### config.mk
export PLATFORM = sky130hd
export DESIGN_NAME = ptr_sub_unit
export DESIGN_NICKNAME = d
export VERILOG_FILES = /design/src/rtl/ptrsub_pkg.sv /design/src/rtl/ptrsub_phase.sv /design/src/rtl/ptrsub_decode.sv /design/src/rtl/ptrsub_ptrfile.sv /design/src/rtl/ptrsub_retseq.sv /design/src/rtl/ptr_sub_unit.sv
export SDC_FILE = /design/constraint.sdc
export NUM_CORES = 1
export LEC_CHECK = 0
export ABC_CLOCK_PERIOD_IN_PS = 5200
export CAP_MARGIN = 20
export CORE_MARGIN = 8
export CORE_UTILIZATION = 50
export DETAILED_ROUTE_END_ITERATION = 6
export GPL_ROUTABILITY_DRIVEN = 1
export PLACE_DENSITY_LB_ADDON = 0.25
export SLEW_MARGIN = 20
export SYNTH_ARGS = -nofsm -noshare
export SYNTH_HDL_FRONTEND = slang
export SYNTH_SLANG_ARGS = --single-unit
### constraint.sdc
create_clock -name clk -period 5.2 [get_ports clk]
set_input_delay 0.52 -clock clk [delete_from_list [all_inputs] [get_ports clk]]
set_output_delay 0.52 -clock clk [all_outputs]
set_load 0.01 [all_outputs]
### src/rtl/ptrsub_pkg.sv
package ptrsub_pkg;

  typedef enum logic [1:0] {
    PH_Q1 = 2'd0,
    PH_Q2 = 2'd1,
    PH_Q3 = 2'd2,
    PH_Q4 = 2'd3
  } phase_e;

  typedef struct packed {
    logic hit;
    logic fused;
  } dec_flags_t;

endpackage

### src/rtl/ptrsub_phase.sv
module ptrsub_phase
  import ptrsub_pkg::*;
(
  input  logic   clk,
  input  logic   rst_n,
  output phase_e phase_o
);

  phase_e ph_q;
  phase_e ph_d;

  always_comb begin
    unique case (ph_q)
      PH_Q1:   ph_d = PH_Q2;
      PH_Q2:   ph_d = PH_Q3;
      PH_Q3:   ph_d = PH_Q4;
      default: ph_d = PH_Q1;
    endcase
  end

  always_ff @(posedge clk or negedge rst_n) begin
    if (!rst_n) ph_q <= PH_Q1;
    else        ph_q <= ph_d;
  end

  assign phase_o = ph_q;

  AST_PHASE_STEP: assert property (@(posedge clk) disable iff (!rst_n)
    (ph_q != PH_Q4) |=> (2'(ph_q) == 2'(2'($past(ph_q)) + 2'd1)));
  AST_PHASE_WRAP: assert property (@(posedge clk) disable iff (!rst_n)
    (ph_q == PH_Q4) |=> (ph_q == PH_Q1));

endmodule

### src/rtl/ptrsub_decode.sv
module ptrsub_decode
  import ptrsub_pkg::*;
#(
  parameter int          LIT_W     = 6,
  parameter int          SEL_W     = 2,
  parameter int          OPC_W     = 8,
  parameter logic [7:0]  OPC       = 8'hE9,
  parameter int          FUSED_PTR = 2,
  localparam int         INST_W    = OPC_W + SEL_W + LIT_W
)(
  input  logic [INST_W-1:0] inst_i,
  output dec_flags_t        flags_o,
  output logic [SEL_W-1:0]  sel_o,
  output logic [LIT_W-1:0]  lit_o
);

  localparam int SEL_LSB = LIT_W;
  localparam int OPC_LSB = LIT_W + SEL_W;

  logic [SEL_W-1:0] field_sel;
  logic [OPC_W-1:0] field_opc;
  logic             sel_all_ones;

  always_comb begin
    field_sel      = inst_i[SEL_LSB +: SEL_W];
    field_opc      = inst_i[OPC_LSB +: OPC_W];
    sel_all_ones   = &field_sel;
    flags_o.hit    = (field_opc == OPC[OPC_W-1:0]);
    flags_o.fused  = flags_o.hit && sel_all_ones;
    sel_o          = sel_all_ones ? SEL_W'(FUSED_PTR) : field_sel;
    lit_o          = inst_i[LIT_W-1:0];
  end

endmodule

### src/rtl/ptrsub_ptrfile.sv
module ptrsub_ptrfile
  import ptrsub_pkg::*;
#(
  parameter int PTR_W   = 12,
  parameter int LIT_W   = 6,
  parameter int NUM_PTR = 3,
  parameter int SEL_W   = 2
)(
  input  logic                     clk,
  input  logic                     rst_n,
  input  phase_e                   phase_i,
  input  logic                     start_i,
  input  logic [SEL_W-1:0]         sel_i,
  input  logic [LIT_W-1:0]         lit_i,
  output logic [NUM_PTR*PTR_W-1:0] ptr_flat_o
);

  localparam int PAD_W = PTR_W - LIT_W;

  logic             op_vld_q, op_vld_d;
  logic [SEL_W-1:0] op_sel_q, op_sel_d;
  logic [LIT_W-1:0] op_lit_q, op_lit_d;
  logic [PTR_W-1:0] opnd_q, opnd_d;
  logic [PTR_W-1:0] diff_q, diff_d;
  logic             cap_en, rd_en, ex_en, wb_en;

  always_comb begin
    cap_en   = (phase_i == PH_Q1);
    rd_en    = (phase_i == PH_Q2);
    ex_en    = (phase_i == PH_Q3);
    wb_en    = (phase_i == PH_Q4) && op_vld_q;
    op_vld_d = start_i;
    op_sel_d = sel_i;
    op_lit_d = lit_i;
    opnd_d   = '0;
    for (int i = 0; i < NUM_PTR; i++) begin
      if (op_sel_q == SEL_W'(i)) opnd_d = ptr_flat_o[i*PTR_W +: PTR_W];
    end
    diff_d   = opnd_q - {{PAD_W{1'b0}}, op_lit_q};
  end

  always_ff @(posedge clk or negedge rst_n) begin
    if (!rst_n) begin
      op_vld_q <= 1'b0;
      op_sel_q <= '0;
      op_lit_q <= '0;
      opnd_q   <= '0;
      diff_q   <= '0;
    end else begin
      if (cap_en) begin
        op_vld_q <= op_vld_d;
        op_sel_q <= op_sel_d;
        op_lit_q <= op_lit_d;
      end
      if (rd_en) opnd_q <= opnd_d;
      if (ex_en) diff_q <= diff_d;
    end
  end

  for (genvar g = 0; g < NUM_PTR; g++) begin : g_ptr
    logic             wr_hit;
    logic [PTR_W-1:0] val_q;

    always_comb wr_hit = wb_en && (op_sel_q == SEL_W'(g));

    always_ff @(posedge clk or negedge rst_n) begin
      if (!rst_n)      val_q <= '0;
      else if (wr_hit) val_q <= diff_q;
    end

    assign ptr_flat_o[g*PTR_W +: PTR_W] = val_q;
  end

  AST_PTR_WB_Q4_ONLY: assert property (@(posedge clk) disable iff (!rst_n)
    (phase_i != PH_Q4) |=> $stable(ptr_flat_o));

endmodule

### src/rtl/ptrsub_retseq.sv
module ptrsub_retseq
  import ptrsub_pkg::*;
#(
  parameter int PC_W = 16
)(
  input  logic            clk,
  input  logic            rst_n,
  input  phase_e          phase_i,
  input  logic            start_i,
  input  logic            fused_i,
  input  logic [PC_W-1:0] stk_top_i,
  output logic            dead_o,
  output logic            load_o,
  output logic [PC_W-1:0] target_o
);

  logic            armed_q, armed_d;
  logic            dead_q, dead_d;
  logic            load_q, load_d;
  logic [PC_W-1:0] target_q, target_d;

  always_comb begin
    armed_d  = armed_q;
    dead_d   = dead_q;
    load_d   = 1'b0;
    target_d = target_q;
    if (phase_i == PH_Q1) armed_d = start_i && fused_i;
    if (phase_i == PH_Q4) begin
      dead_d = armed_q;
      if (armed_q) begin
        load_d   = 1'b1;
        target_d = stk_top_i;
      end
    end
  end

  always_ff @(posedge clk or negedge rst_n) begin
    if (!rst_n) begin
      armed_q  <= 1'b0;
      dead_q   <= 1'b0;
      load_q   <= 1'b0;
      target_q <= '0;
    end else begin
      armed_q  <= armed_d;
      dead_q   <= dead_d;
      load_q   <= load_d;
      target_q <= target_d;
    end
  end

  assign dead_o   = dead_q;
  assign load_o   = load_q;
  assign target_o = target_q;

  AST_LOAD_SINGLE: assert property (@(posedge clk) disable iff (!rst_n)
    load_q |=> !load_q);
  AST_LOAD_IN_Q1: assert property (@(posedge clk) disable iff (!rst_n)
    load_q |-> (phase_i == PH_Q1));
  AST_LOAD_IN_DEAD: assert property (@(posedge clk) disable iff (!rst_n)
    load_q |-> dead_q);
  AST_DEAD_HOLDS: assert property (@(posedge clk) disable iff (!rst_n)
    (dead_q && (phase_i != PH_Q4)) |=> dead_q);

endmodule

### src/rtl/ptr_sub_unit.sv
module ptr_sub_unit
  import ptrsub_pkg::*;
#(
  parameter int  PTR_W  = 12,
  parameter int  LIT_W  = 6,
  parameter int  PC_W   = 16,
  localparam int OPC_W  = 8,
  localparam int SEL_W  = 2,
  localparam int INST_W = OPC_W + SEL_W + LIT_W
)(
  input  logic              clk,
  input  logic              rst_n,
  input  logic [INST_W-1:0] inst_i,
  input  logic [PC_W-1:0]   stk_top_i,
  output logic [1:0]        phase_o,
  output logic              stk_pop_o,
  output logic              pc_load_o,
  output logic [PC_W-1:0]   pc_target_o,
  output logic              flush_o,
  output logic [PTR_W-1:0]  ptr0_o,
  output logic [PTR_W-1:0]  ptr1_o,
  output logic [PTR_W-1:0]  ptr2_o
);

  localparam int NUM_PTR   = 3;
  localparam int FUSED_PTR = NUM_PTR - 1;

  logic [1:0]               rst_sync_q;
  logic                     rst_n_s;
  phase_e                   phase;
  dec_flags_t               flags;
  logic [SEL_W-1:0]         dec_sel;
  logic [LIT_W-1:0]         dec_lit;
  logic                     dead;
  logic                     start;
  logic                     load;
  logic [NUM_PTR*PTR_W-1:0] ptr_flat;

  always_ff @(posedge clk or negedge rst_n) begin
    if (!rst_n) rst_sync_q <= 2'b00;
    else        rst_sync_q <= {rst_sync_q[0], 1'b1};
  end
  assign rst_n_s = rst_sync_q[1];

  ptrsub_phase u_phase (
    .clk     (clk),
    .rst_n   (rst_n_s),
    .phase_o (phase)
  );

  ptrsub_decode #(
    .LIT_W     (LIT_W),
    .SEL_W     (SEL_W),
    .OPC_W     (OPC_W),
    .OPC       (8'hE9),
    .FUSED_PTR (FUSED_PTR)
  ) u_decode (
    .inst_i  (inst_i),
    .flags_o (flags),
    .sel_o   (dec_sel),
    .lit_o   (dec_lit)
  );

  always_comb start = flags.hit && !dead;

  ptrsub_ptrfile #(
    .PTR_W   (PTR_W),
    .LIT_W   (LIT_W),
    .NUM_PTR (NUM_PTR),
    .SEL_W   (SEL_W)
  ) u_ptrfile (
    .clk        (clk),
    .rst_n      (rst_n_s),
    .phase_i    (phase),
    .start_i    (start),
    .sel_i      (dec_sel),
    .lit_i      (dec_lit),
    .ptr_flat_o (ptr_flat)
  );

  ptrsub_retseq #(
    .PC_W (PC_W)
  ) u_retseq (
    .clk       (clk),
    .rst_n     (rst_n_s),
    .phase_i   (phase),
    .start_i   (start),
    .fused_i   (flags.fused),
    .stk_top_i (stk_top_i),
    .dead_o    (dead),
    .load_o    (load),
    .target_o  (pc_target_o)
  );

  assign phase_o   = phase;
  assign stk_pop_o = load;
  assign pc_load_o = load;
  assign flush_o   = dead;
  assign ptr0_o    = ptr_flat[0*PTR_W +: PTR_W];
  assign ptr1_o    = ptr_flat[1*PTR_W +: PTR_W];
  assign ptr2_o    = ptr_flat[2*PTR_W +: PTR_W];

  AST_POP_PAIRS_LOAD: assert property (@(posedge clk) disable iff (!rst_n_s)
    stk_pop_o |-> (pc_load_o && flush_o));
  AST_FUSED_KEEPS_P0: assert property (@(posedge clk) disable iff (!rst_n_s)
    pc_load_o |-> $stable(ptr0_o));

endmodule

==> impl_metrics.toml <==
[drt]
wirelength_um = 8850
vias_per_cell = 5.21
avgRoutedWirePerCell_um = 16.7
first_iter_violations = 110
drc = 0
vias = 2760
drtAntennaViolNets = 0
drt_pass1_iterations = 4

[placement]
port_buffers = 90
post-place-ws_ps = 2320
place_congestion = 0.811
dpl.hpwl_um = 6310

[timing]
setup_viol = 0
slew_headroom_pct = 30.9
max_freq_mhz = 354
period_minus_slack_ps = 2820
worst_pin_slew_ps = 1030
hold_viol = 0
post-route-period-util_pct = 54.3
clock_skew_ps = 10.8
timing.final.ws_setup_ps = 2380
fin_setup_tns_ps = 0
rsz0062_at_grt = "no"
slew_violations = 0

[die]
coreArea_um2 = 7730
fp-row-count = 32
die_area_um2 = 11100
die_w_um = 105
num_io_pins = 91
dieHeight_um = 105
initial_utilization_pct = 51.5

[finish]
multiInputGateArea_um2 = 1540
fin_nets = 468
antenna_cells = 0
syn2layout_area_growth_pct = 30.9
drive_above_1_share_pct = 17.1
register_area_um2 = 2310
n_fill_cell = 589

[cts]
cts-buffers-inserted = 9
ctsHoldBuffers = 0
cts-root-buf = "clkbuf_8"
cts.htree.levels = 3
cts_resized = 0
post-cts-setup-buffers = 0
cts_tree = "built"
cts_buffer_depth = 2
clk_pin_slew_ps = 90
clk_latency_ps = 360
clock_sinks = 92

[global_routing]
grt_pass1_wl_um = 14600
antenna_found_initial = 0
grt_max_degree = 91
gr-total-overflow = 0
grt_util_all_layers_pct = 16.4
grt_pass1_vias = 2850

[setup_path]
cp.required_ps = 5440
crit_type = "reg -> reg"
cp-end-kind = "flip-flop"
cp_max_fo = 15
start_kind = "flip-flop"
critical_path_arrival_ps = 3060

[synth]
netlist_area_um2 = 3980
syn_area_per_cell_um2 = 11.8
syn_nets = 381
synthCells = 336
yosysWarnings = 0
synth_seq_area_share_pct = 57.9
ys_types = 34
synth-seq-cells = 92

[status]
status = "finished clean"

[power]
p_leak_nw = 2.40
peakVddDrop_mv = 0.158
p_total_w = 0.00139
p_per_area_nw_per_um2 = 267

[worst_hold_path]
hold_class = "in -> async"

[run]
max-cap-violations = 0
-- layer usage --
metal  up-vias  GRT usage, %  wire length [um]
met5         -             0                 0
met3        10          4.36               494
met1      1330          20.5              3900
met4         0          7.34               136
met2        79          26.1              4320
li1       1341             -                 -
-- stage by stage --
step           instance area, um2  std cells  utilization, %  hold WS (ps)
2_1_floorplan                3980        336               -           224
3_5_place_dp                 4950        513            64.1           345
4_1_cts                      5180        529            67.0           298
5_1_grt                      5200        530            67.4           299
3_3_place_gp                 4950        513            64.1           339
6_report                     5200        530            67.4           310
-- cell type report --
cell class	count	area share (%)
clock inverters	7	1.92
multi-input cells	209	29.6
flip-flops and latches	92	44.3
repair buffers	92	18.0
inverters	19	1.37
well taps	102	2.45
clock buffers	9	2.38
-- worst max-delay path: stages, from the launching register on --
cell     delay (ps)
dfrtp_1         680
nor2b_1         850
nand3_1         690
mux2_2          480
-- flip-flops by register name, indices dropped and copies added (netlist names) --
name,count
u_ptrfile.op_vld_q,1
u_ptrfile.g_ptr.val_q,36
u_retseq.dead_o,1
u_ptrfile.opnd_q,12
u_ptrfile.diff_q,12
u_phase.phase_o,2
u_retseq.load_o,1
u_retseq.target_o,16
u_retseq.armed_q,1
rst_sync_q,2
u_ptrfile.op_sel_q,2
u_ptrfile.op_lit_q,6
-- report_power, final --
| group | internal (W) | switching [W] | total (W) |
|---|---|---|---|
| clock | 0.000274 | 0.000255 | 0.000529 |
| sequential | 0.000736 | 0.0000243 | 0.000760 |
| combinational | 0.0000621 | 0.0000388 | 0.000101 |
-- cell usage in the layout (no fill, tap or decap) --
| master | instances |
|---|---|
| a21o_1 | 2 |
| o31a_1 | 2 |
| nand4_1 | 1 |
| a31oi_1 | 6 |
| buf_4 | 1 |
| nand3_1 | 1 |
| o31ai_1 | 2 |
| o22ai_1 | 1 |
| fa_1 | 1 |
| nor3_1 | 3 |
| conb_1 | 1 |
| and4b_1 | 1 |
| clkdlybuf4s50_1 | 90 |
| nand3b_1 | 1 |
| dfrtp_4 | 1 |
| o21ai_0 | 21 |
| o21a_1 | 2 |
| buf_16 | 1 |
| or3_1 | 3 |
| nor4bb_1 | 1 |
| or2_2 | 1 |
| clkinv_4 | 3 |
| clkinv_2 | 1 |
| or3_2 | 3 |
| nand2_1 | 14 |
| dfrtp_1 | 91 |
| nor2b_1 | 4 |
| xnor2_1 | 2 |
| mux2i_1 | 14 |
| or2_1 | 2 |
| a211oi_1 | 1 |
| nor2_1 | 32 |
| mux2_2 | 50 |
| bufinv_16 | 2 |
| ha_1 | 10 |
| inv_6 | 1 |
| or4_1 | 2 |
| clkbuf_8 | 9 |
| a21oi_1 | 25 |
| inv_1 | 19 |
-- cell usage after synthesis, drive strengths merged --
| cell | n | area (um2) |
|---|---|---|
| dfrtp | 92 | 2300 |
| mux2 | 50 | 563 |
| nor2 | 32 | 120 |
| a21oi | 25 | 125 |
| o21ai | 21 | 105 |
| inv | 19 | 71.3 |
| clkbuf | 14 | 52.6 |
| mux2i | 14 | 140 |
| nand2 | 14 | 52.6 |
| ha | 10 | 125 |
| a31oi | 6 | 37.5 |
| or3 | 6 | 41.3 |
| nor2b | 4 | 25.0 |
| nor3 | 3 | 15.0 |
| or2 | 3 | 18.8 |
| a21o | 2 | 15.0 |
| buf | 2 | 11.3 |
| o21a | 2 | 15.0 |
| o31a | 2 | 17.5 |
| o31ai | 2 | 15.0 |
| or4 | 2 | 15.0 |
| xnor2 | 2 | 17.5 |
| a211oi | 1 | 7.51 |
| and4b | 1 | 10.0 |
| conb | 1 | 3.75 |
| fa | 1 | 20.0 |
| nand3 | 1 | 5.00 |
| nand3b | 1 | 7.51 |
| nand4 | 1 | 6.26 |
| nor4bb | 1 | 10.0 |
| o22ai | 1 | 6.26 |
-- final timing paths --
path | start | endpoint | slack [ps] | depth (start not counted)
max | u_ptrfile.op_sel_q[0] | u_ptrfile.g_ptr[2].val_q[3] | 2380 | 3
max in group asynchronous | rst_sync_q[1] | u_ptrfile.g_ptr[1].val_q[5] | 4250 | 1
min in group clk | rst_sync_q[0] | rst_sync_q[1] | 360 | 0
max reg2reg | u_ptrfile.op_sel_q[0] | u_ptrfile.g_ptr[2].val_q[3] | 2380 | 3
min | rst_n | rst_sync_q[1] | 310 | 1
min reg2reg | rst_sync_q[1] | u_ptrfile.op_lit_q[3] | 320 | 0
-- kinds of logic after synthesis --
group | count (synthesis) | synth area share, %
other cells | 1 | 0.0943
flops | 92 | 57.9
simple gates | 69 | 8.21
buf+inv | 35 | 3.40
xor+xnor | 2 | 0.440
mux | 64 | 17.7
compound gates | 62 | 8.65
fa+ha+maj | 11 | 3.65
(Power assumes the default switching activity.)
